### src/rtl/sctl_pkg.sv
package sctl_pkg;

    // Pin-function codes stored in F1; all others are reserved.
    localparam logic [2:0] LDSEL_PHASE = 3'b000;
    localparam logic [2:0] LDSEL_DIG   = 3'b010;
    localparam logic [2:0] LDSEL_NDIV  = 3'b110;
    localparam logic [2:0] LDSEL_RDIV  = 3'b111;

    typedef struct packed {
        logic       frac16;
        logic [2:0] ld_sel;
        logic       err;
    } f1_state_t;

    function automatic logic sel_reserved(input logic [2:0] code);
        return !(code == LDSEL_PHASE || code == LDSEL_DIG ||
                 code == LDSEL_NDIV  || code == LDSEL_RDIV);
    endfunction

endpackage

### src/rtl/sctl_shift.sv
module sctl_shift #(
    parameter int SR_W        = 24,
    parameter int SYNC_STAGES = 2
) (
    input  logic            clk,
    input  logic            rst_n,
    input  logic            sclk_i,
    input  logic            sdat_i,
    input  logic            le_i,
    output logic [SR_W-1:0] word_o,
    output logic            latch_o
);

    localparam int LINES   = 3;
    localparam int CHAIN_W = LINES * SYNC_STAGES;

    logic [CHAIN_W-1:0] chain_q;
    logic [LINES-1:0]   sync_s;

    generate
        if (SYNC_STAGES == 1) begin : g_sync_one
            always_ff @(posedge clk or negedge rst_n) begin
                if (!rst_n) chain_q <= '0;
                else        chain_q <= {sclk_i, sdat_i, le_i};
            end
        end else begin : g_sync_many
            always_ff @(posedge clk or negedge rst_n) begin
                if (!rst_n) chain_q <= '0;
                else        chain_q <= {chain_q[CHAIN_W-LINES-1:0], sclk_i, sdat_i, le_i};
            end
        end
    endgenerate

    assign sync_s = chain_q[CHAIN_W-1 -: LINES];

    logic sclk_s, sdat_s, le_s;
    assign sclk_s = sync_s[2];
    assign sdat_s = sync_s[1];
    assign le_s   = sync_s[0];

    typedef struct packed {
        logic [SR_W-1:0] sr;
        logic            sclk_prev;
        logic            le_prev;
    } shift_state_t;

    shift_state_t st_d, st_q;
    logic         shift_en;

    always_comb begin
        st_d           = st_q;
        shift_en       = sclk_s & ~st_q.sclk_prev;
        st_d.sclk_prev = sclk_s;
        st_d.le_prev   = le_s;
        if (shift_en) begin
            st_d.sr = {st_q.sr[SR_W-2:0], sdat_s};
        end
    end

    always_ff @(posedge clk or negedge rst_n) begin
        if (!rst_n) st_q <= '0;
        else        st_q <= st_d;
    end

    assign word_o  = st_q.sr;
    assign latch_o = le_s & ~st_q.le_prev;


    shift_in_chk: assert property (@(posedge clk) disable iff (!rst_n)
        shift_en |=> (st_q.sr[0] == $past(sdat_s)) &&
                     (st_q.sr[SR_W-1:1] == $past(st_q.sr[SR_W-2:0])));

endmodule

### src/rtl/sctl_f1.sv
module sctl_f1
    import sctl_pkg::*;
#(
    parameter int SR_W     = 24,
    parameter int ADDR_W   = 2,
    parameter int F1_ADDR  = 0,
    parameter int FRAC_BIT = 20,
    parameter int SEL_LSB  = 17
) (
    input  logic            clk,
    input  logic            rst_n,
    input  logic            load_i,
    input  logic [SR_W-1:0] word_i,
    output logic            frac16_o,
    output logic [2:0]      ld_sel_o,
    output logic            err_o
);

    localparam logic [ADDR_W-1:0] MY_ADDR = ADDR_W'(F1_ADDR);

    f1_state_t  st_d, st_q;
    logic       hit;
    logic [2:0] new_sel;

    always_comb begin
        st_d    = st_q;
        hit     = load_i && (word_i[ADDR_W-1:0] == MY_ADDR);
        new_sel = word_i[SEL_LSB +: 3];
        if (hit) begin
            st_d.frac16 = word_i[FRAC_BIT];
            st_d.ld_sel = new_sel;
            if (sel_reserved(new_sel)) st_d.err = 1'b1;
        end
    end

    always_ff @(posedge clk or negedge rst_n) begin
        if (!rst_n) st_q <= '{frac16: 1'b0, ld_sel: LDSEL_PHASE, err: 1'b0};
        else        st_q <= st_d;
    end

    assign frac16_o = st_q.frac16;
    assign ld_sel_o = st_q.ld_sel;
    assign err_o    = st_q.err;


    foreign_addr_chk: assert property (@(posedge clk) disable iff (!rst_n)
        (load_i && word_i[ADDR_W-1:0] != MY_ADDR) |=>
            $stable(st_q.frac16) && $stable(st_q.ld_sel) && $stable(st_q.err));


    idle_hold_chk: assert property (@(posedge clk) disable iff (!rst_n)
        !load_i |=> $stable(st_q.frac16) && $stable(st_q.ld_sel));


    err_sticky_chk: assert property (@(posedge clk) disable iff (!rst_n)
        st_q.err |=> st_q.err);


    err_set_chk: assert property (@(posedge clk) disable iff (!rst_n)
        (load_i && word_i[ADDR_W-1:0] == MY_ADDR && sel_reserved(word_i[SEL_LSB +: 3]))
            |=> st_q.err);

endmodule

### src/rtl/sctl_ldmux.sv
module sctl_ldmux
    import sctl_pkg::*;
(
    input  logic [2:0] sel_i,
    input  logic       phase_i,
    input  logic       dig_i,
    input  logic       ndiv_i,
    input  logic       rdiv_i,
    output logic       pin_o
);

    always_comb begin
        case (sel_i)
            LDSEL_PHASE: pin_o = phase_i;
            LDSEL_DIG:   pin_o = dig_i;
            LDSEL_NDIV:  pin_o = ndiv_i;
            LDSEL_RDIV:  pin_o = rdiv_i;
            default:     pin_o = 1'b0;
        endcase
    end

endmodule

### src/rtl/synth_ser_ctl.sv
module synth_ser_ctl
    import sctl_pkg::*;
#(
    parameter int SR_W        = 24,
    parameter int ADDR_W      = 2,
    parameter int F1_ADDR     = 0,
    parameter int FRAC_BIT    = 20,
    parameter int SEL_LSB     = 17,
    parameter int SYNC_STAGES = 2
) (
    input  logic clk,
    input  logic rst_n,
    input  logic sclk,
    input  logic sdat,
    input  logic le,
    input  logic phase_coinc,
    input  logic dig_lock,
    input  logic n_div,
    input  logic r_div,
    output logic frac16,
    output logic ld_pin,
    output logic ld_err
);

    logic [SR_W-1:0] word;
    logic            latch;
    logic [2:0]      ld_sel;

    sctl_shift #(.SR_W(SR_W), .SYNC_STAGES(SYNC_STAGES)) u_shift (
        .clk(clk), .rst_n(rst_n),
        .sclk_i(sclk), .sdat_i(sdat), .le_i(le),
        .word_o(word), .latch_o(latch)
    );

    sctl_f1 #(.SR_W(SR_W), .ADDR_W(ADDR_W), .F1_ADDR(F1_ADDR),
              .FRAC_BIT(FRAC_BIT), .SEL_LSB(SEL_LSB)) u_f1 (
        .clk(clk), .rst_n(rst_n),
        .load_i(latch), .word_i(word),
        .frac16_o(frac16), .ld_sel_o(ld_sel), .err_o(ld_err)
    );

    sctl_ldmux u_mux (
        .sel_i(ld_sel),
        .phase_i(phase_coinc), .dig_i(dig_lock),
        .ndiv_i(n_div), .rdiv_i(r_div),
        .pin_o(ld_pin)
    );


    rsvd_low_chk: assert property (@(posedge clk) disable iff (!rst_n)
        sel_reserved(ld_sel) |-> (!ld_pin && ld_err));


    ndiv_route_chk: assert property (@(posedge clk) disable iff (!rst_n)
        (ld_sel == LDSEL_NDIV) |-> (ld_pin == n_div));


    dig_route_chk: assert property (@(posedge clk) disable iff (!rst_n)
        (ld_sel == LDSEL_DIG) |-> (ld_pin == dig_lock));

endmodule

### config.mk
export PLATFORM = sky130hd
export DESIGN_NAME = synth_ser_ctl
export DESIGN_NICKNAME = d
export VERILOG_FILES = /design/src/rtl/sctl_pkg.sv /design/src/rtl/sctl_shift.sv /design/src/rtl/sctl_f1.sv /design/src/rtl/sctl_ldmux.sv /design/src/rtl/synth_ser_ctl.sv
export SDC_FILE = /design/constraint.sdc
export NUM_CORES = 1
export LEC_CHECK = 0
export BUFFER_PORTS_ARGS = -buffer_cell sky130_fd_sc_hd__buf_2
export CORE_MARGIN = 4
export CORE_UTILIZATION = 38
export DETAILED_ROUTE_END_ITERATION = 10
export SYNTH_ARGS = -nofsm -noshare
export SYNTH_HDL_FRONTEND = slang
export SYNTH_SLANG_ARGS = --single-unit
### constraint.sdc
create_clock -name clk -period 2.9 [get_ports clk]
set_input_delay 0.145 -clock clk [delete_from_list [all_inputs] [get_ports clk]]
set_output_delay 0.145 -clock clk [all_outputs]
set_load 0.005 [all_outputs]
==> results.ini, run 1 <==
[synthesis]
synth_area_in_simple_gates_pct=3.86
synth_xor_xnor_area_share_pct=0
synth-seq-area-share_pct=69.1
synth-main-ff-cell=sky130_fd_sc_hd__dfrtp_1
synth_cell_type_count=13
synth_top_area_share_pct=69.1
combinational_family_with_the_most_area_after_synthesis=multiplexers
edff_count_synth=0
synth_warnings=0
postSynthRegisterBits=34
synth_fa_ha_area_share_pct=0
number_of_nets_in_the_synthesized_netlist=81
synth.mux.area_fraction_pct=22.9
synth-compound-area-share_pct=2.95
post-synth-top-count-cell=sky130_fd_sc_hd__dfrtp_1
synthTopCellsByCount=sky130_fd_sc_hd__dfrtp_1, sky130_fd_sc_hd__mux2_2, sky130_fd_sc_hd__buf_4, sky130_fd_sc_hd__nor2_1
yosys.area.top_type=sky130_fd_sc_hd__dfrtp_1
syn-instance-count=72
async_reset_ff_share_pct=100
synth.cell_area_um2=1230
synth.avg_cell_area_um2=17.1
synth.top_cells.by_area=sky130_fd_sc_hd__dfrtp_1, sky130_fd_sc_hd__mux2_2, sky130_fd_sc_hd__nor4b_4, sky130_fd_sc_hd__buf_4, sky130_fd_sc_hd__o211a_1

[place]
placed_cell_area_um2=1340
port_buffers=11
pre_cts_slack_ns=1.33
place.detailed.hpwl_um=1100
finalWeightedCongestion=0.657
numPlacedInstances=127

[worst_hold_path]
hold_wc_startpoint=u_shift.chain_q[0]$_DFF_PN0_
hp-class=reg2reg
holdPathStages=0
worstHoldEndpoint=u_shift.chain_q[3]$_DFF_PN0_

[detailed_routing]
drc=0
route.vias.total=626
first_pass_iters=4
detail-route-antenna-nets=0
detailedRoute.firstIterationViolations=2
vias_per_cell=4.50
wire_per_inst_um=11.7
totalWireLength_um=1630

[cts]
tritoncts_clock_tree=yes
cts_root_buf=sky130_fd_sc_hd__clkbuf_4
cts_max_level=2
cts.reportedPaths.clkPinSlew_ns=0.09
clkLatencyLatePin_ns=0.33
ctsResizeCount=0
holdBufCountCts=4
clock_path_buffers=2
clkSinkCount=34
cts_buffers=5
cts_setup_buffers=0

[floorplan]
io-pin-count=12
initial_utilization_pct=40.0
rows=20
chipHeight_um=64.9
core_area_um2=3080
floorplan.die_area_um2=4210
dieWidth_um=64.9

[grt]
gr-usage-all-layers_pct=10.0
grt_start_max_net_pins=35
wire_length_of_the_first_global_routing_pass_um=3040
number_of_antenna_violations_at_the_first_check_in_global_routing=0
grt_pass1_vias=703
grt.overflow.total=0

[worst_setup_path]
worst-endpoint-required_ns=3.12
worst-endpoint-arrival_ns=1.77
critical_path.startpoint_type=flop
regToRegEndpoint=u_shift.word_o[20]$_DFFE_PN0P_
path_max_fanout=8
critPathCaptureType=flop
reg2regPathDepth=3
worst-setup-path-type=reg2reg
critical_path.reg2reg.startpoint=u_shift.chain_q[5]$_DFF_PN0_
reg2reg_setup_slack_ns=1.34

[timing]
finalMaxSlewViolations=0
rsz_0062_raised_after_global_routing=false
final-setup-viol-count=0
max-slew-margin-rel_pct=52.4
final_setup_skew_ns=0.00188
min_period_ns=1.56
max_freq_mhz=643
postLayoutSetupSlackWorst_ns=1.34
timing.final.hold_violations=0
finalHoldWorstSlack_ns=0.361
totalNegativeSetupSlack_ns=0
tightestPinTransition_ns=0.714
layout_worst_path_cycle_share_pct=53.7

[power_and_ir_drop]
fin_total_pwr_mw=1.09
pwr_density_cell_nw_per_um2=749
ir_drop_v=0.000401
static-leakage-power_nw=0.695

[finish]
areaGrowthSynthToFinish_pct=18.3
layout.cells.non_filler=139
share_of_cells_above_drive_strength_1_pct=48.4
final_design_area_no_fill_um2=1460
num-nets-final=103
antenna_cells=0
post-route-util_pct=47.3

[status]
status=complete, no violations

[job]
cap_violations=0

flip-flops by register name (all words and copies together), names as in the netlist:
name / cells
u_shift.chain_q: 6
u_shift.word_o: 21
u_f1.err_o: 1
u_f1.ld_sel_o: 3
u_shift.st_q: 2
u_f1.frac16_o: 1
cells in the final DEF (no fill, tap or decap), drive strengths merged:
cell type    count
dfrtp           34
dlygate4sd3      4
a21oi            1
a21o             1
nor4b            1
nand4            1
nor2             2
nand2            1
mux2            25
a21boi           1
buf             13
o211a            1
clkbuf           7
nor2b            1
bufinv           1
o21ai            1
routing by layer:
layer,GRT usage [%],vias to the layer above,share of wire (%),wire (um)
li1,-,296,-,-
met1,10.7,308,41,673
met2,15.3,16,47,772
met3,5.55,6,8.2,134
met4,6.33,0,2.9,47
met5,0,-,0,0
power by group:
part           internal, mW  switching (mW)  leakage (nW)  total (mW)
clock                 0.183           0.143        0.0395       0.326
combinational        0.0933          0.0419         0.224       0.135
sequential            0.577          0.0527         0.432       0.630
critical path: stages, from the launching register on:
cell and delay, ns:
sky130_fd_sc_hd__dfrtp_1 0.35, sky130_fd_sc_hd__nor2b_1 0.48, sky130_fd_sc_hd__buf_4 0.27, sky130_fd_sc_hd__mux2_2 0.34
how the worst max path moves through the flow:
stage,startpoint,endpoint,slack (ns),depth (start not counted)
3_3_place_gp,u_shift.chain_q[5]$_DFF_PN0_,u_shift.word_o[4]$_DFFE_PN0P_,1.37,3
6_report,u_shift.chain_q[5]$_DFF_PN0_,u_shift.word_o[20]$_DFFE_PN0P_,1.34,3
3_5_place_dp,u_shift.chain_q[5]$_DFF_PN0_,u_shift.word_o[20]$_DFFE_PN0P_,1.33,3
5_1_grt,u_shift.chain_q[5]$_DFF_PN0_,u_shift.word_o[3]$_DFFE_PN0P_,1.21,3
4_1_cts,u_shift.chain_q[5]$_DFF_PN0_,u_shift.word_o[20]$_DFFE_PN0P_,1.31,3
2_1_floorplan,u_shift.word_o[1]$_DFFE_PN0P_,u_f1.frac16_o$_DFFE_PN0P_,1.67,2
cell type report:
cell class                 count  area, um^2
sequential                    34         851
clock buffer                   7        45.0
clock inverter                 1        30.0
fill                         277        1620
tap                           44        55.1
multi-input combinational     36         365
timing repair buffer          17         110
kinds of logic after synthesis:
group | after synthesis
and+or+nand+nor | 6
DFF | 34
AOI/OAI and AO/OA | 5
muxes | 25
buffers and inverters | 2
No activity file was read; power rests on OpenSTA's default activity.
==> inputs of run 2 (changes only) <==
clock period = 1.4 ns   (was 2.9 ns; I/O delays follow)
==> run 2 against run 1 <==
Die area stayed put. Largest power group unchanged. Setup slack worse by 1.3 ns. Critical endpoint is now ld_pin. First-iteration DRC count grew to 11 times the previous value. Critical path type is now reg2out. Sequential cell count stayed put.
==> results.ini, run 2 (synthesis gave the netlist of run 1 again) <==
[detailed_routing]
route.vias.total=648
detail-route-antenna-nets=0
detailedRoute.firstIterationViolations=22
drc=0
vias_per_cell=4.60
first_pass_iters=3
wire_per_inst_um=11.6
totalWireLength_um=1640

[timing]
max-slew-margin-rel_pct=72.7
totalNegativeSetupSlack_ns=0
rsz_0062_raised_after_global_routing=true
final-setup-viol-count=0
postLayoutSetupSlackWorst_ns=0.0692
tightestPinTransition_ns=0.409
timing.final.hold_violations=0
max_freq_mhz=751
final_setup_skew_ns=0.00525
min_period_ns=1.33
layout_worst_path_cycle_share_pct=95.1
finalMaxSlewViolations=0

[status]
status=complete, no violations

[worst_setup_path]
worst-setup-path-type=reg2out
critical_path.reg2reg.startpoint=u_shift.word_o[1]$_DFFE_PN0P_
path_max_fanout=4
worst-endpoint-arrival_ns=1.26
critPathCaptureType=output pin
regToRegEndpoint=u_f1.ld_sel_o[0]$_DFFE_PN0P_
reg2reg_setup_slack_ns=0.09
reg2regPathDepth=2
critical_path.startpoint_type=flop
worst-endpoint-required_ns=1.33

[grt]
grt.overflow.total=0
number_of_antenna_violations_at_the_first_check_in_global_routing=0
wire_length_of_the_first_global_routing_pass_um=3110
grt_start_max_net_pins=35
gr-usage-all-layers_pct=10.3
grt_pass1_vias=666

[cts]
cts.reportedPaths.clkPinSlew_ns=0.10
clock_path_buffers=2
cts_buffers=5
clkLatencyLatePin_ns=0.33
cts_root_buf=sky130_fd_sc_hd__clkbuf_4
clkSinkCount=34
tritoncts_clock_tree=yes
cts_max_level=2

[place]
pre_cts_slack_ns=0.0855
port_buffers=11
place.detailed.hpwl_um=1110
finalWeightedCongestion=0.592

[floorplan]
core_area_um2=3080
io-pin-count=12
floorplan.die_area_um2=4210
initial_utilization_pct=40.0
dieWidth_um=64.9
rows=20
chipHeight_um=64.9

[job]
cap_violations=0

[finish]
final_cell_mix=sky130_fd_sc_hd__dfrtp_1, sky130_fd_sc_hd__mux2_2, sky130_fd_sc_hd__buf_2, sky130_fd_sc_hd__clkbuf_4
areaGrowthSynthToFinish_pct=18.3
num-nets-final=105
share_of_cells_above_drive_strength_1_pct=50.5
nFillCells=280
antenna_cells=0
post-route-util_pct=47.3
largest_register_ffs=21
final_common_cell=sky130_fd_sc_hd__dfrtp_1

[worst_hold_path]
hp-class=in2async

[power_and_ir_drop]
pwr_density_cell_nw_per_um2=1470
ir_drop_v=0.000655
static-leakage-power_nw=0.702
fin_total_pwr_mw=2.13

run 2: cell types whose count changed in the layout (fill, tap and decap cells not counted), sizes merged:
cell	delta
clkinv	+1
buf	+2
bufinv	-1
run 2: per-stage QoR:
stage / area (um^2) / hold WS, ns / instances
floorplan: 1230 / -0.226 / 72
global placement: 1350 / 0.109 / 128
detailed placement: 1350 / 0.117 / 128
CTS: 1450 / 0.277 / 140
global route: 1460 / 0.310 / 141
finish: 1460 / 0.280 / 141
run 2: worst max-delay path: stages, from the launching register on:
cell	delay (ns)
sky130_fd_sc_hd__dfrtp_1	0.42
sky130_fd_sc_hd__buf_4	0.14
sky130_fd_sc_hd__nor2_1	0.09
sky130_fd_sc_hd__nand2_1	0.06
sky130_fd_sc_hd__o211a_1	0.10
sky130_fd_sc_hd__buf_2	0.12
run 2: worst max-delay path by stage:
stage	startpoint	to	slack (ns)
CTS	u_f1.ld_sel_o[2]$_DFFE_PN0P_	ld_pin	0.02
detailed placement	u_shift.word_o[1]$_DFFE_PN0P_	u_f1.ld_sel_o[0]$_DFFE_PN0P_	0.09
global route	u_f1.ld_sel_o[2]$_DFFE_PN0P_	ld_pin	-0.03
finish	u_f1.ld_sel_o[2]$_DFFE_PN0P_	ld_pin	0.07
global placement	u_shift.word_o[1]$_DFFE_PN0P_	u_f1.ld_sel_o[1]$_DFFE_PN0P_	0.12
floorplan	u_shift.word_o[1]$_DFFE_PN0P_	u_f1.frac16_o$_DFFE_PN0P_	0.17
run 2: routing by layer:
layer | vias up | routed length [um] | track usage, %
met5 | - | 0 | 0
met4 | 0 | 55 | 7.12
met3 | 6 | 106 | 5.55
met2 | 15 | 802 | 14.8
met1 | 323 | 675 | 11.6
li1 | 304 | - | -
run 2: where the power goes:
group / internal, mW / switching, mW
Sequential: 1.20 / 0.106
Clock: 0.243 / 0.304
Combinational: 0.196 / 0.0889
run 2: repair_timing:
item / CTS / global route
gates resized for setup: 0 / 2
endpoints found under the setup margin: 0 / 1
hold buffers: 4 / 0
buffers inserted: 0 / 1
hold endpoints to repair: 37 / 0
run 2: layout make-up:
cell class | count | area, um^2 | area share, %
Clock buffer | 7 | 55.1 | 3.78
Clock inverter | 1 | 5.00 | 0.344
Multi-Input combinational cell | 36 | 365 | 25.1
Sequential cell | 34 | 851 | 58.4
Tap cell | 44 | 55.1 | 3.78
Timing Repair Buffer | 19 | 125 | 8.59
==> inputs of run 3 (changes only) <==
SYNTH_HIERARCHICAL = 1   (was unset)
==> run 3 against run 2 <==
First-iteration DRC count up 50%. Sequential cell count unchanged. Global-route usage is 0.94 points lower. Highest routed layer unchanged. Fmax grew 6.6%. Sequential power about the same. Via count shrank 4.5%. Clock power is 35% higher. Synthesized cell count is 13% higher. Critical path type is now reg2reg.
==> results.ini, run 3 <==
[finish]
final_common_cell=sky130_fd_sc_hd__dfrtp_1
final_cell_mix=sky130_fd_sc_hd__dfrtp_1, sky130_fd_sc_hd__mux2_4, sky130_fd_sc_hd__buf_2, sky130_fd_sc_hd__mux2_2, sky130_fd_sc_hd__clkbuf_8
post-route-util_pct=45.5
sequential_cell_area_um2=851
areaGrowthSynthToFinish_pct=12.9
layout.cells.non_filler=143
multi_input_area_um2=434
nFillCells=308
share_of_cells_above_drive_strength_1_pct=51.5
final_design_area_no_fill_um2=1570
largest_register_ffs=21
antenna_cells=0
num-nets-final=105

[grt]
globalRoute.busiestLayer=met2
met3_usage_pct=3.94
grt_pass1_vias=675
number_of_antenna_violations_at_the_first_check_in_global_routing=0
grt_util_met2_pct=12.6
grt_start_max_net_pins=35
wire_length_of_the_first_global_routing_pass_um=3060
grtUsageMet1_pct=11.5
gr-usage-all-layers_pct=9.35
grt.overflow.total=0

[floorplan]
core_area_um2=3440
chipHeight_um=68.5
dieWidth_um=68.5
floorplan.die_area_um2=4690
rows=21
io-pin-count=12
initial_utilization_pct=40.3

[cts]
clkLatencyLatePin_ns=0.28
clkSinkCount=34
cts.reportedPaths.clkPinSlew_ns=0.07
cts_root_buf=sky130_fd_sc_hd__clkbuf_8
ctsResizeCount=0
cts_max_level=2
tritoncts_clock_tree=yes
cts_buffers=5
clock_path_buffers=2

[worst_setup_path]
reg2reg_setup_slack_ns=0.15
worst_setup_path_endpoint=u_f1/frac16_o$_DFFE_PN0P_
worstSetupStartpoint=u_shift/st_q[0]$_DFF_PN0_
critical_path.reg2reg.startpoint=u_shift/st_q[0]$_DFF_PN0_
critical_path.startpoint_type=flop
slowest_delay_ns=0.37
path_max_fanout=5
critPathCaptureType=flop
worst-endpoint-arrival_ns=1.42
worst-endpoint-required_ns=1.57
reg2regPathDepth=3
critical-path-slowest-cell=sky130_fd_sc_hd__mux2_2
regToRegEndpoint=u_f1/frac16_o$_DFFE_PN0P_
timing.critical_path.cells=nor2b_1 > nor3b_4 > mux2_2
worst-setup-path-type=reg2reg

[timing]
min_period_ns=1.25
tightestPinTransition_ns=0.415
layout_worst_path_cycle_share_pct=89.2
timing.final.hold_violations=0
final-setup-viol-count=0
postLayoutSetupSlackWorst_ns=0.152
totalNegativeSetupSlack_ns=0
rsz_0062_raised_after_global_routing=false
max_freq_mhz=801
finalMaxSlewViolations=0
max-slew-margin-rel_pct=72.4
final_setup_skew_ns=0.00548

[synthesis]
number_of_nets_in_the_synthesized_netlist=90
synth.cell_area_um2=1390
syn-instance-count=81
synth_warnings=6
synth.avg_cell_area_um2=17.1

[place]
finalWeightedCongestion=0.690
pre_cts_slack_ns=0.144
numPlacedInstances=131
port_buffers=11
place.detailed.hpwl_um=1100
placed_cell_area_um2=1430

[detailed_routing]
vias_per_cell=4.33
detail-route-antenna-nets=0
totalWireLength_um=1750
route.vias.total=619
first_pass_iters=2
detailedRoute.firstIterationViolations=33
drc=0
wire_per_inst_um=12.2

[worst_hold_path]
hp-class=in2async

[status]
status=complete, no violations

[power_and_ir_drop]
static-leakage-power_nw=0.751
ir_drop_v=0.000805
pwr_density_cell_nw_per_um2=1570

[job]
cap_violations=0

==> run 3: area by class of cell <==
cell class / count / share of cell area (%)
flip-flops and latches: 34 / 54.3
multi-input cells: 36 / 27.7
repair buffers: 17 / 7.82
clock buffers: 6 / 5.27
well taps: 46 / 3.67
clock inverters: 2 / 0.798
inverters: 2 / 0.479
==> run 3: worst min path at each step <==
stage / start / to / cells past startpoint
after CTS: rst_n / u_f1/err_o$_DFFE_PN0P_ / 3
after global placement: rst_n / u_shift/word_o[18]$_DFFE_PN0P_ / 2
after floorplan: rst_n / u_f1/err_o$_DFFE_PN0P_ / 0
final: rst_n / u_f1/ld_sel_o[2]$_DFFE_PN0P_ / 3
after global routing: u_shift/chain_q[0]$_DFF_PN0_ / u_shift/chain_q[3]$_DFF_PN0_ / 0
after detailed placement: rst_n / u_f1/ld_sel_o[1]$_DFFE_PN0P_ / 2
==> run 3: repair_timing <==
item | in CTS | in global routing
buffers inserted | 0 | 0
hold buffers | 4 | 0
hold endpoints to repair | 37 | 0
==> run 3: routing by layer <==
| metal | part of all wire (%) | up-vias | wire length, um |
|---|---|---|---|
| li1 | - | 296 | - |
| met1 | 50 | 300 | 869 |
| met2 | 41 | 16 | 720 |
| met3 | 6.2 | 7 | 108 |
| met4 | 2.9 | 0 | 51 |
| met5 | 0 | - | 0 |
==> run 3: critical path: cells and delay by family, from the launching register on <==
kind          cells  cell delay [ns]
simple gates      2             0.40
mux               1             0.37
flops             1             0.36
==> run 3: per-stage QoR <==
stage / total power [mW] / hold WS (ns)
global placement: 1.73 / 0.115
finish: 2.47 / 0.335
detailed placement: 1.74 / 0.121
global route: 2.60 / 0.355
floorplan: 1.68 / -0.226
CTS: 2.51 / 0.350
==> run 3: report_power, final <==
part           leakage (nW)  internal [mW]  total [mW]  switching (mW)
registers             0.432           1.20        1.33           0.127
clock network        0.0472          0.395       0.737           0.342
logic                 0.272          0.307       0.405          0.0978
